### src/rtl/ehp_pkg.sv
package ehp_pkg;

   // Frame builder sequencing
   typedef enum logic [2:0] {
      ST_IDLE = 3'd0,
      ST_HDR  = 3'd1,
      ST_PAY  = 3'd2,
      ST_TAIL = 3'd3,
      ST_DONE = 3'd4
   } ehp_state_e;

   // Source of the beat loaded into the output register
   typedef enum logic [1:0] {
      SEL_HDR  = 2'd0,
      SEL_MRG  = 2'd1,
      SEL_TAIL = 2'd2
   } ehp_sel_e;

endpackage

### src/rtl/ehp_hdr_pack.sv
// Orders the header fields into wire byte order: byte 0 in the lowest lanes,
// each field sent most significant byte first.
module ehp_hdr_pack #(
   parameter int MAC_W  = 48,
   parameter int TYPE_W = 16
) (
   input  logic [MAC_W-1:0]              dst,
   input  logic [MAC_W-1:0]              src,
   input  logic [TYPE_W-1:0]             etype,
   output logic [(2*MAC_W+TYPE_W)-1:0]   wire_hdr
);
   localparam int HDR_W     = 2*MAC_W + TYPE_W;
   localparam int HDR_BYTES = HDR_W / 8;

   logic [HDR_W-1:0] msb_first;
   assign msb_first = {dst, src, etype};

   for (genvar i = 0; i < HDR_BYTES; i++) begin : g_byte
      assign wire_hdr[i*8 +: 8] = msb_first[(HDR_BYTES-1-i)*8 +: 8];
   end
endmodule

### src/rtl/ehp_merge.sv
// Combines the carried bytes with the low bytes of a payload beat and
// derives the next carry and the trailing beat.
module ehp_merge #(
   parameter int DATA_W = 64,
   parameter int LEAD_B = 6
) (
   input  logic [LEAD_B*8-1:0]  carry_data,
   input  logic [LEAD_B-1:0]    carry_keep,
   input  logic [DATA_W-1:0]    pay_data,
   input  logic [DATA_W/8-1:0]  pay_keep,
   output logic [DATA_W-1:0]    mrg_data,
   output logic [DATA_W/8-1:0]  mrg_keep,
   output logic                 mrg_tail,
   output logic [LEAD_B*8-1:0]  nxt_data,
   output logic [LEAD_B-1:0]    nxt_keep,
   output logic [DATA_W-1:0]    tail_data,
   output logic [DATA_W/8-1:0]  tail_keep
);
   localparam int KEEP_W = DATA_W / 8;
   localparam int NEW_B  = KEEP_W - LEAD_B;

   // lanes 0..LEAD_B-1 come from the carry, the rest from the new beat
   for (genvar k = 0; k < KEEP_W; k++) begin : g_lane
      if (k < LEAD_B) begin : g_old
         assign mrg_data[k*8 +: 8] = carry_data[k*8 +: 8];
         assign mrg_keep[k]        = 1'b1;
         assign tail_data[k*8 +: 8] = carry_data[k*8 +: 8];
         assign tail_keep[k]        = carry_keep[k];
      end else begin : g_new
         assign mrg_data[k*8 +: 8] = pay_data[(k-LEAD_B)*8 +: 8];
         assign mrg_keep[k]        = pay_keep[k-LEAD_B];
         assign tail_data[k*8 +: 8] = 8'h00;
         assign tail_keep[k]        = 1'b0;
      end
   end

   assign mrg_tail = pay_keep[NEW_B];
   assign nxt_data = pay_data[DATA_W-1 -: LEAD_B*8];
   assign nxt_keep = pay_keep[KEEP_W-1 -: LEAD_B];
endmodule

### src/rtl/ehp_ctrl.sv
module ehp_ctrl import ehp_pkg::*; #(
   parameter int HDR_BEATS = 1
) (
   input  logic     clk,
   input  logic     rst,
   input  logic     hdr_valid,
   output logic     hdr_ready,
   input  logic     pay_valid,
   input  logic     pay_last,
   input  logic     pay_tail,
   output logic     pay_ready,
   input  logic     out_valid,
   input  logic     out_ready,
   output logic     ld_out,
   output ehp_sel_e sel,
   output logic     hdr_load,
   output logic     hdr_shift,
   output logic     pay_take,
   output logic     busy
);
   localparam int HCNT_W = (HDR_BEATS > 1) ? $clog2(HDR_BEATS) : 1;

   ehp_state_e        st, st_nxt;
   logic [HCNT_W-1:0] hcnt;
   logic              adv;

   assign adv       = !out_valid || out_ready;
   assign hdr_ready = (st == ST_IDLE);
   assign hdr_load  = hdr_valid && hdr_ready;
   assign pay_ready = (st == ST_PAY) && adv;
   assign pay_take  = pay_valid && pay_ready;
   assign hdr_shift = (st == ST_HDR) && adv;
   assign ld_out    = hdr_shift || pay_take || ((st == ST_TAIL) && adv);
   assign busy      = (st != ST_IDLE);

   always_comb begin
      case (st)
         ST_HDR:  sel = SEL_HDR;
         ST_TAIL: sel = SEL_TAIL;
         default: sel = SEL_MRG;
      endcase
   end

   always_comb begin
      st_nxt = st;
      case (st)
         ST_IDLE: if (hdr_load) st_nxt = ST_HDR;
         ST_HDR:  if (adv && hcnt == '0) st_nxt = ST_PAY;
         ST_PAY:  if (pay_take && pay_last) st_nxt = pay_tail ? ST_TAIL : ST_DONE;
         ST_TAIL: if (adv) st_nxt = ST_DONE;
         ST_DONE: if (out_ready) st_nxt = ST_IDLE;
         default: st_nxt = ST_IDLE;
      endcase
   end

   always_ff @(posedge clk) begin
      if (rst) begin
         st   <= ST_IDLE;
         hcnt <= '0;
      end else begin
         st <= st_nxt;
         if (hdr_load) begin
            hcnt <= HCNT_W'(HDR_BEATS - 1);
         end else if (hdr_shift && hcnt != '0) begin
            hcnt <= hcnt - 1'b1;
         end
      end
   end
endmodule

### src/rtl/ehp_dpath.sv
module ehp_dpath import ehp_pkg::*; #(
   parameter int DATA_W    = 64,
   parameter int HDR_BYTES = 14
) (
   input  logic                  clk,
   input  logic                  rst,
   input  logic                  hdr_load,
   input  logic [HDR_BYTES*8-1:0] hdr_wire,
   input  logic                  hdr_shift,
   input  logic                  pay_take,
   input  logic [DATA_W-1:0]     pay_data,
   input  logic [DATA_W/8-1:0]   pay_keep,
   input  logic                  pay_last,
   input  logic                  pay_user,
   input  ehp_sel_e              sel,
   output logic [DATA_W-1:0]     ld_data,
   output logic [DATA_W/8-1:0]   ld_keep,
   output logic                  ld_last,
   output logic                  ld_user
);
   localparam int KEEP_W    = DATA_W / 8;
   localparam int LEAD_B    = HDR_BYTES % KEEP_W;
   localparam int HDR_BEATS = HDR_BYTES / KEEP_W;
   localparam int HSH_W     = HDR_BEATS * DATA_W;

   logic [HSH_W-1:0]     hsh;
   logic [LEAD_B*8-1:0]  carry_data;
   logic [LEAD_B-1:0]    carry_keep;
   logic                 tail_user;

   logic [DATA_W-1:0]    mrg_data, tail_data;
   logic [KEEP_W-1:0]    mrg_keep, tail_keep;
   logic                 mrg_tail;
   logic [LEAD_B*8-1:0]  nxt_data;
   logic [LEAD_B-1:0]    nxt_keep;
   logic                 mrg_end;

   ehp_merge #(.DATA_W(DATA_W), .LEAD_B(LEAD_B)) i_merge (
      .carry_data (carry_data),
      .carry_keep (carry_keep),
      .pay_data   (pay_data),
      .pay_keep   (pay_keep),
      .mrg_data   (mrg_data),
      .mrg_keep   (mrg_keep),
      .mrg_tail   (mrg_tail),
      .nxt_data   (nxt_data),
      .nxt_keep   (nxt_keep),
      .tail_data  (tail_data),
      .tail_keep  (tail_keep)
   );

   // header beat shifter: one variant per header beat count
   if (HDR_BEATS == 1) begin : g_hsh_one
      always_ff @(posedge clk) begin
         if (rst)            hsh <= '0;
         else if (hdr_load)  hsh <= hdr_wire[HSH_W-1:0];
         else if (hdr_shift) hsh <= '0;
      end
   end else begin : g_hsh_many
      always_ff @(posedge clk) begin
         if (rst)            hsh <= '0;
         else if (hdr_load)  hsh <= hdr_wire[HSH_W-1:0];
         else if (hdr_shift) hsh <= {{DATA_W{1'b0}}, hsh[HSH_W-1:DATA_W]};
      end
   end

   always_ff @(posedge clk) begin
      if (rst) begin
         carry_data <= '0;
         carry_keep <= '0;
         tail_user  <= 1'b0;
      end else if (hdr_load) begin
         carry_data <= hdr_wire[HDR_BYTES*8-1 -: LEAD_B*8];
         carry_keep <= '1;
      end else if (pay_take) begin
         carry_data <= nxt_data;
         carry_keep <= nxt_keep;
         tail_user  <= pay_user;
      end
   end

   assign mrg_end = pay_last && !mrg_tail;

   always_comb begin
      case (sel)
         SEL_MRG: begin
            ld_data = mrg_data;
            ld_keep = mrg_keep;
            ld_last = mrg_end;
            ld_user = mrg_end && pay_user;
         end
         SEL_TAIL: begin
            ld_data = tail_data;
            ld_keep = tail_keep;
            ld_last = 1'b1;
            ld_user = tail_user;
         end
         default: begin
            ld_data = hsh[DATA_W-1:0];
            ld_keep = '1;
            ld_last = 1'b0;
            ld_user = 1'b0;
         end
      endcase
   end
endmodule

### src/rtl/ehp_obuf.sv
module ehp_obuf #(
   parameter int DATA_W = 64
) (
   input  logic                clk,
   input  logic                rst,
   input  logic                ld,
   input  logic [DATA_W-1:0]   ld_data,
   input  logic [DATA_W/8-1:0] ld_keep,
   input  logic                ld_last,
   input  logic                ld_user,
   input  logic                out_ready,
   output logic [DATA_W-1:0]   out_data,
   output logic [DATA_W/8-1:0] out_keep,
   output logic                out_valid,
   output logic                out_last,
   output logic                out_user
);
   always_ff @(posedge clk) begin
      if (rst) begin
         out_valid <= 1'b0;
         out_data  <= '0;
         out_keep  <= '0;
         out_last  <= 1'b0;
         out_user  <= 1'b0;
      end else if (ld) begin
         out_valid <= 1'b1;
         out_data  <= ld_data;
         out_keep  <= ld_keep;
         out_last  <= ld_last;
         out_user  <= ld_user;
      end else if (out_ready) begin
         out_valid <= 1'b0;
      end
   end
endmodule

### src/rtl/eth_hdr_prepend.sv
module eth_hdr_prepend import ehp_pkg::*; #(
   parameter int DATA_W = 64,
   parameter int MAC_W  = 48,
   parameter int TYPE_W = 16
) (
   input  logic                clk,
   input  logic                rst,
   input  logic                hdr_valid,
   output logic                hdr_ready,
   input  logic [MAC_W-1:0]    hdr_dst,
   input  logic [MAC_W-1:0]    hdr_src,
   input  logic [TYPE_W-1:0]   hdr_type,
   input  logic [DATA_W-1:0]   pay_data,
   input  logic [DATA_W/8-1:0] pay_keep,
   input  logic                pay_valid,
   output logic                pay_ready,
   input  logic                pay_last,
   input  logic                pay_user,
   output logic [DATA_W-1:0]   frm_data,
   output logic [DATA_W/8-1:0] frm_keep,
   output logic                frm_valid,
   input  logic                frm_ready,
   output logic                frm_last,
   output logic                frm_user,
   output logic                busy
);
   localparam int KEEP_W    = DATA_W / 8;
   localparam int HDR_BYTES = (2*MAC_W + TYPE_W) / 8;
   localparam int LEAD_B    = HDR_BYTES % KEEP_W;
   localparam int NEW_B     = KEEP_W - LEAD_B;
   localparam int HDR_BEATS = HDR_BYTES / KEEP_W;

   if (DATA_W % 8 != 0 || MAC_W % 8 != 0 || TYPE_W % 8 != 0) begin : g_chk_bytes
      $error("eth_hdr_prepend: widths must be whole bytes");
   end
   if (LEAD_B == 0) begin : g_chk_lead
      $error("eth_hdr_prepend: header must not fill whole beats");
   end
   if (HDR_BEATS < 1) begin : g_chk_beats
      $error("eth_hdr_prepend: header must span at least one full beat");
   end

   logic [HDR_BYTES*8-1:0] hdr_wire;
   logic                   ld_out, hdr_load, hdr_shift, pay_take;
   ehp_sel_e               sel;
   logic [DATA_W-1:0]      ld_data;
   logic [KEEP_W-1:0]      ld_keep;
   logic                   ld_last, ld_user;

   ehp_hdr_pack #(.MAC_W(MAC_W), .TYPE_W(TYPE_W)) i_pack (
      .dst      (hdr_dst),
      .src      (hdr_src),
      .etype    (hdr_type),
      .wire_hdr (hdr_wire)
   );

   ehp_ctrl #(.HDR_BEATS(HDR_BEATS)) i_ctrl (
      .clk       (clk),
      .rst       (rst),
      .hdr_valid (hdr_valid),
      .hdr_ready (hdr_ready),
      .pay_valid (pay_valid),
      .pay_last  (pay_last),
      .pay_tail  (pay_keep[NEW_B]),
      .pay_ready (pay_ready),
      .out_valid (frm_valid),
      .out_ready (frm_ready),
      .ld_out    (ld_out),
      .sel       (sel),
      .hdr_load  (hdr_load),
      .hdr_shift (hdr_shift),
      .pay_take  (pay_take),
      .busy      (busy)
   );

   ehp_dpath #(.DATA_W(DATA_W), .HDR_BYTES(HDR_BYTES)) i_dpath (
      .clk       (clk),
      .rst       (rst),
      .hdr_load  (hdr_load),
      .hdr_wire  (hdr_wire),
      .hdr_shift (hdr_shift),
      .pay_take  (pay_take),
      .pay_data  (pay_data),
      .pay_keep  (pay_keep),
      .pay_last  (pay_last),
      .pay_user  (pay_user),
      .sel       (sel),
      .ld_data   (ld_data),
      .ld_keep   (ld_keep),
      .ld_last   (ld_last),
      .ld_user   (ld_user)
   );

   ehp_obuf #(.DATA_W(DATA_W)) i_obuf (
      .clk       (clk),
      .rst       (rst),
      .ld        (ld_out),
      .ld_data   (ld_data),
      .ld_keep   (ld_keep),
      .ld_last   (ld_last),
      .ld_user   (ld_user),
      .out_ready (frm_ready),
      .out_data  (frm_data),
      .out_keep  (frm_keep),
      .out_valid (frm_valid),
      .out_last  (frm_last),
      .out_user  (frm_user)
   );
endmodule

### config.mk
export PLATFORM = sky130hd
export DESIGN_NAME = eth_hdr_prepend
export DESIGN_NICKNAME = d
export VERILOG_FILES = /design/src/rtl/ehp_pkg.sv /design/src/rtl/ehp_hdr_pack.sv /design/src/rtl/ehp_merge.sv /design/src/rtl/ehp_ctrl.sv /design/src/rtl/ehp_dpath.sv /design/src/rtl/ehp_obuf.sv /design/src/rtl/eth_hdr_prepend.sv
export SDC_FILE = /design/constraint.sdc
export NUM_CORES = 1
export LEC_CHECK = 0
export BUFFER_PORTS_ARGS = -buffer_cell sky130_fd_sc_hd__buf_2
export CORE_ASPECT_RATIO = 1.25
export CORE_UTILIZATION = 40
export DETAILED_ROUTE_END_ITERATION = 16
export PLACE_DENSITY = 0.68
export SLEW_MARGIN = 20
export SYNTH_ARGS = -nofsm -noshare
export SYNTH_HDL_FRONTEND = slang
export SYNTH_SLANG_ARGS = --single-unit
export TNS_END_PERCENT = 10
### constraint.sdc
create_clock -name clk -period 2.3 [get_ports clk]
set_input_delay 0.23 -clock clk [delete_from_list [all_inputs] [get_ports clk]]
set_output_delay 0.23 -clock clk [all_outputs]
set_load 0.03 [all_outputs]
==> results of run 1 <==
[logic make-up after synthesis]
logic type             share of synthesized area (%)
and+or+nand+nor                                22.11
AOI/OAI and AO/OA                              22.91
DFF                                            48.65
buffers and inverters                          6.204
muxes                                         0.1229
[final cells by class]
class	count	share of cell area (%)
inverter	3	0.1098
tap	270	3.293
sequential	198	38.65
multi-input combinational	664	36.03
antenna	4	0.09757
clock inverter	15	1.610
timing repair buffer	293	16.06
clock buffer	17	4.147
[report_power, final]
part / total [mW] / leakage (nW) / internal, mW / switching (mW)
logic: 3.38 / 2.21 / 1.13 / 2.25
registers: 4.37 / 1.63 / 4.04 / 0.325
clock network: 3.03 / 0.288 / 1.63 / 1.40
total: 10.8 / 4.13 / 6.80 / 3.98
[flip-flops by register name, summed over array words and instances (netlist names)]
register	count
i_obuf.out_valid	1
i_obuf.out_last	1
i_obuf.out_user	1
i_ctrl.hcnt	1
i_obuf.out_keep	8
i_dpath.carry_keep	6
i_obuf.out_data	64
i_dpath.carry_data	48
i_dpath.tail_user	1
i_dpath.hsh	64
i_ctrl.st	3
[cells in the final DEF, fill, tap and decap left out, types with 16 or more instances in the layout]
cell	instances
a211oi_1	20
a22oi_1	64
a311oi_1	90
buf_2	267
buf_4	16
clkbuf_16	17
dfxtp_1	197
nand2_1	147
nor2_1	193
nor3_1	42
nor3b_1	17
o21ai_0	48
[through the flow]
| stage | utilization, % | total power, mW | std cells | cell area, µm² | hold slack, ns |
|---|---|---|---|---|---|
| finish | 51.22 | 10.78 | 1464 | 10260 | 0.03268 |
| global route | 51.22 | 11.40 | 1464 | 10260 | 0.02375 |
| CTS | 51.17 | 10.87 | 1460 | 10250 | 0.01735 |
| detailed placement | 48.22 | 7.843 | 1428 | 9658 | 0.4467 |
| global placement | 48.22 | 7.796 | 1428 | 9658 | 0.4445 |
| floorplan | - | 6.789 | 963 | 8148 | 0.3660 |
[path summary, 6_finish.rpt]
path | start | to | slack [ns] | cells after the start
worst min register to register | i_dpath.tail_user | i_dpath.tail_user | 0.46 | 2
worst max-delay path | i_ctrl.st[2] | hdr_ready | 0.37 | 3
worst max register to register | i_ctrl.st[2] | i_obuf.out_data[51] | 0.38 | 5
worst min-delay path | hdr_src[32] | i_dpath.hsh[56] | 0.03 | 3
[metal layers]
layer  vias to the layer above  part of all wire (%)  track usage (%)
met2                       238                    48            37.82
met3                        38                   5.9            5.929
li1                       3850                     -                -
met1                      3713                    44            29.53
met5                         -                     0                0
met4                         0                   2.1            8.351
[critical path: cells and delay by family (launching register included)]
kind / cells / cell delay (ns)
simple gates: 2 / 0.57
buf+inv: 1 / 0.24
flops: 1 / 0.44
==> results_dict.tcl, run 1 <==
set metrics [dict create \
    cts-root-buf "clkbuf_16" \
    cap_violations 0 \
    min_path_type "in2reg" \
    cts-resized-gates 0 \
    port_buffers 268 \
    routed_via_density 5.355 \
    die_w_um 129.7 \
    crit_slowest_cell "dfxtp_1" \
    tns_ns 0 \
    core_area_um2 20030 \
    power_density_nw_per_um2 1051 \
    end_kind "output pin" \
    synth_seq_area_share_pct 48.65 \
    nNetsFinal 1368 \
    crit_chain "or2_2, nor2_1, buf_2" \
    hpwl_mm 15.88 \
    nFillCells 1998 \
    cts_setup_buffers 0 \
    cts_hold_repair.buffers 0 \
    clk_pin_slew_ns 0.08 \
    syn-cell-area_um2 8148 \
    worst_clock_skew_ns 0.01375 \
    regArea_um2 3965 \
    synthMostInstantiatedCell "dfxtp_1" \
    die_y_um 161.6 \
    yosys-top-cells-count "dfxtp_1 (198), nor2_1 (194), nand2_1 (148), a311oi_1 (90), a22oi_1 (64)" \
    period_share_pct 83.70 \
    status "completed" \
    multi_input_area_um2 3696 \
    required_ns 2.07 \
    worstPathArrival_ns 1.70 \
    ant_nets 0 \
    crit_path_max_fanout 10 \
    grt_max_degree 71 \
    place.gp.congestion 0.8232 \
    dpl_worst_slack_ns 0.3626 \
    cp_slowest_stage_delay_ns 0.44 \
    start_util_pct 40.68 \
    wl_mm 23.83 \
    rsz0062_at_grt "no" \
    cts_tree "yes" \
    io_pins 269 \
    syn-mean-instance-area_um2 8.461 \
    fmax_mhz 519.4 \
    cellLeakagePower_nw 4.133 \
    hold_viol_final 0 \
    grt_pass1_vias 7294 \
    synthArstFlopShare_pct 0 \
    synth_top_area_share_pct 48.65 \
    yosys.area.top_type "dfxtp_1" \
    grt_first_pass_wirelength_mm 37.96 \
    grtUsageTotal_pct 23.26 \
    die-area_um2 20950 \
    numCtsBuffers 17 \
    finalSetupViolCount 0 \
    cts_sinks 198 \
    syn_to_final_growth_pct 25.91 \
    synth_cell_types 41 \
    drive_above_1_share_pct 29.41 \
    synth-seq-cells 198 \
    synthCells 963 \
    vias 7839 \
    ys_top_cells_by_area "dfxtp_1 (49%), a311oi_1 (9.7%), nor2_1 (8.9%)" \
    fin_ws_ns 0.3748 \
    min_period_ns 1.925 \
    maxSlewHeadroom_pct 59.22 \
    avgRoutedWirePerCell_um 16.28 \
    drc 0 \
    firstDrtPassIters 5 \
    drtIter0Drc 622 \
    antenna_found_initial 5 \
    tightest_slew_ns 0.6116 \
    ir_drop_mv 0.5313 \
    insertion_delay_ns 0.44 \
    synth_edf_count 0 \
    gr-total-overflow 0 \
    h-tree-depth 4 \
    crit_path_start_kind "register" \
    ys.flop_type "dfxtp_1" \
    fp-row-count 58 \
    cts_buffer_depth 2 \
    ys_warn_count 0 \
    critPathKind "reg2out" \
    slew_violations 0 \
    synth_nets 1154 \
]
Power figures use the tool's default switching activity.
==> run 2: changes to the inputs <==
==> constraint.sdc (replaced) <==
create_clock -name clk -period 2 [get_ports clk]
set_input_delay 0.2 -clock clk [delete_from_list [all_inputs] [get_ports clk]]
set_output_delay 0.2 -clock clk [all_outputs]
set_load 0.03 [all_outputs]
==> run 2 against run 1 <==
Combinational power rose by 15%. Global-route usage shrank 0.33 points. Setup slack got worse by 0.27 ns. Largest cell class unchanged. Sequential power up 15%. Critical endpoint unchanged. Critical path depth did not move.
==> results_dict.tcl, run 2 (same netlist as run 1, synthesis figures left out) <==
set metrics [dict create \
    status "completed" \
    grt_first_pass_wirelength_mm 37.71 \
    vias 7850 \
    p_sw_share_pct 36.56 \
    ir_drop_mv 0.6977 \
    cts-resized-gates 0 \
    io_pins 269 \
    min_path_type "in2reg" \
    start_util_pct 40.68 \
    period_share_pct 94.72 \
    hold_viol_final 0 \
    worstHoldStart "hdr_dst[1]" \
    tns_ns 0 \
    power_density_nw_per_um2 1193 \
    cts-root-buf "clkbuf_16" \
    critPathKind "reg2out" \
    die_w_um 129.7 \
    crit_path_start_kind "register" \
    cts_sinks 198 \
    cap_violations 0 \
    grtUsageTotal_pct 22.93 \
    firstDrtPassIters 5 \
    drc 0 \
    slew_violations 0 \
    tightest_slew_ns 0.6524 \
    nFillCells 1992 \
    cellLeakagePower_nw 4.121 \
    fin_ws_ns 0.1056 \
    crit_path_max_fanout 10 \
    grt_max_degree 97 \
    drtIter0Drc 525 \
    fp-row-count 58 \
    routed_via_density 5.362 \
    die-area_um2 20950 \
    most-common-layout-cells "buf_2 (267), dfxtp_1 (197), nor2_1 (193)" \
    startpoint "i_ctrl.st[2]" \
    drive_above_1_share_pct 29.18 \
    rrSetupSlack_ns 0.15 \
    place.gp.congestion 0.8336 \
    required_ns 1.80 \
    nNetsFinal 1368 \
    cts_setup_buffers 0 \
    power_mw 12.20 \
    final_common_cell "buf_2" \
    dpl_worst_slack_ns 0.2046 \
    power_frac_seq_pct 41.1 \
    port_buffers 268 \
    ant_nets 0 \
    cts_buffer_depth 2 \
    worst_clock_skew_ns 0.008808 \
    finalSetupViolCount 0 \
    die_y_um 161.6 \
    worstPathArrival_ns 1.69 \
    r2r-start "i_ctrl.st[0]" \
    largestRegisters "i_dpath.hsh: 64 flops, i_obuf.out_data: 64 flops, i_dpath.carry_data: 48 flops" \
    wl_mm 23.85 \
    avgRoutedWirePerCell_um 16.29 \
    numCtsBuffers 17 \
    final_util_pct 51.07 \
    gr-total-overflow 0 \
    syn_to_final_growth_pct 25.54 \
    core_area_um2 20030 \
    power.internal_mw 7.738 \
    hold_path_depth 3 \
    fin_hold_ws_ns 0.01986 \
    timing.rr.end "i_obuf.out_data[63]" \
    whs_endpoint "i_dpath.hsh[41]" \
    antenna_found_initial 6 \
    h-tree-depth 4 \
    clk_pin_slew_ns 0.07 \
    insertion_delay_ns 0.43 \
    grt_pass1_vias 7212 \
    cts_tree "yes" \
    combPwrFrac_pct 32.0 \
    p_clk_share_pct 27.0 \
    min_period_ns 1.894 \
    power.switching_mw 4.460 \
    cts_hold_repair.buffers 0 \
    fmax_mhz 527.9 \
    end_kind "output pin" \
    reg2reg_depth 5 \
    rsz0062_at_grt "no" \
    hpwl_mm 15.83 \
    maxSlewHeadroom_pct 56.51 \
]
==> run 2: worst max-delay path, cell delays in order (launching register included) <==
cell	delay, ns
dfxtp_1	0.45
or2_2	0.39
nor2_1	0.20
buf_2	0.24
==> run 2: layer usage <==
layer	vias up	part of all wire (%)	global-route usage [%]	wire [µm]
met2	246	48	36.17	11410
li1	3864	-	-	-
met4	2	3.4	10.68	801
met3	51	6.3	5.830	1493
met5	-	0.055	0	13
met1	3687	42	29.14	10140
==> run 2: cell type report <==
cell class                      count  area [µm²]  share of cell area [%]
Multi-Input combinational cell    664        3696                   36.13
Antenna cell                        5       12.51                  0.1223
Inverter                            3       11.26                  0.1101
Tap cell                          270       337.8                   3.303
Timing Repair Buffer              293        1648                   16.11
Sequential cell                   198        3965                   38.76
Clock inverter                     10       97.59                  0.9541
Clock buffer                       21       460.4                   4.502
==> run 2: worst max path at each step <==
stage                          endpoint  depth (start not counted)
floorplan                          busy                          4
global route                  hdr_ready                          3
finish                        hdr_ready                          3
global placement    i_obuf.out_data[10]                          4
CTS                           hdr_ready                          3
detailed placement   i_obuf.out_keep[7]                          5
==> run 2: power by group through the flow <==
| stage | Sequential, mW | Combinational, mW | Clock [mW] |
|---|---|---|---|
| after floorplan | 5.72 | 2.09 | 0 |
| after global placement | 5.08 | 3.87 | 0 |
| after detailed placement | 5.08 | 3.92 | 0 |
| after CTS | 5.01 | 3.93 | 3.37 |
| after global routing | 5.09 | 4.27 | 3.52 |
| final | 5.01 | 3.90 | 3.29 |
==> run 2: per-stage QoR <==
step,cells,cell area (µm²)
2_1_floorplan,963,8148
5_1_grt,1462,10220
3_3_place_gp,1428,9658
3_5_place_dp,1428,9658
4_1_cts,1459,10220
6_report,1464,10230
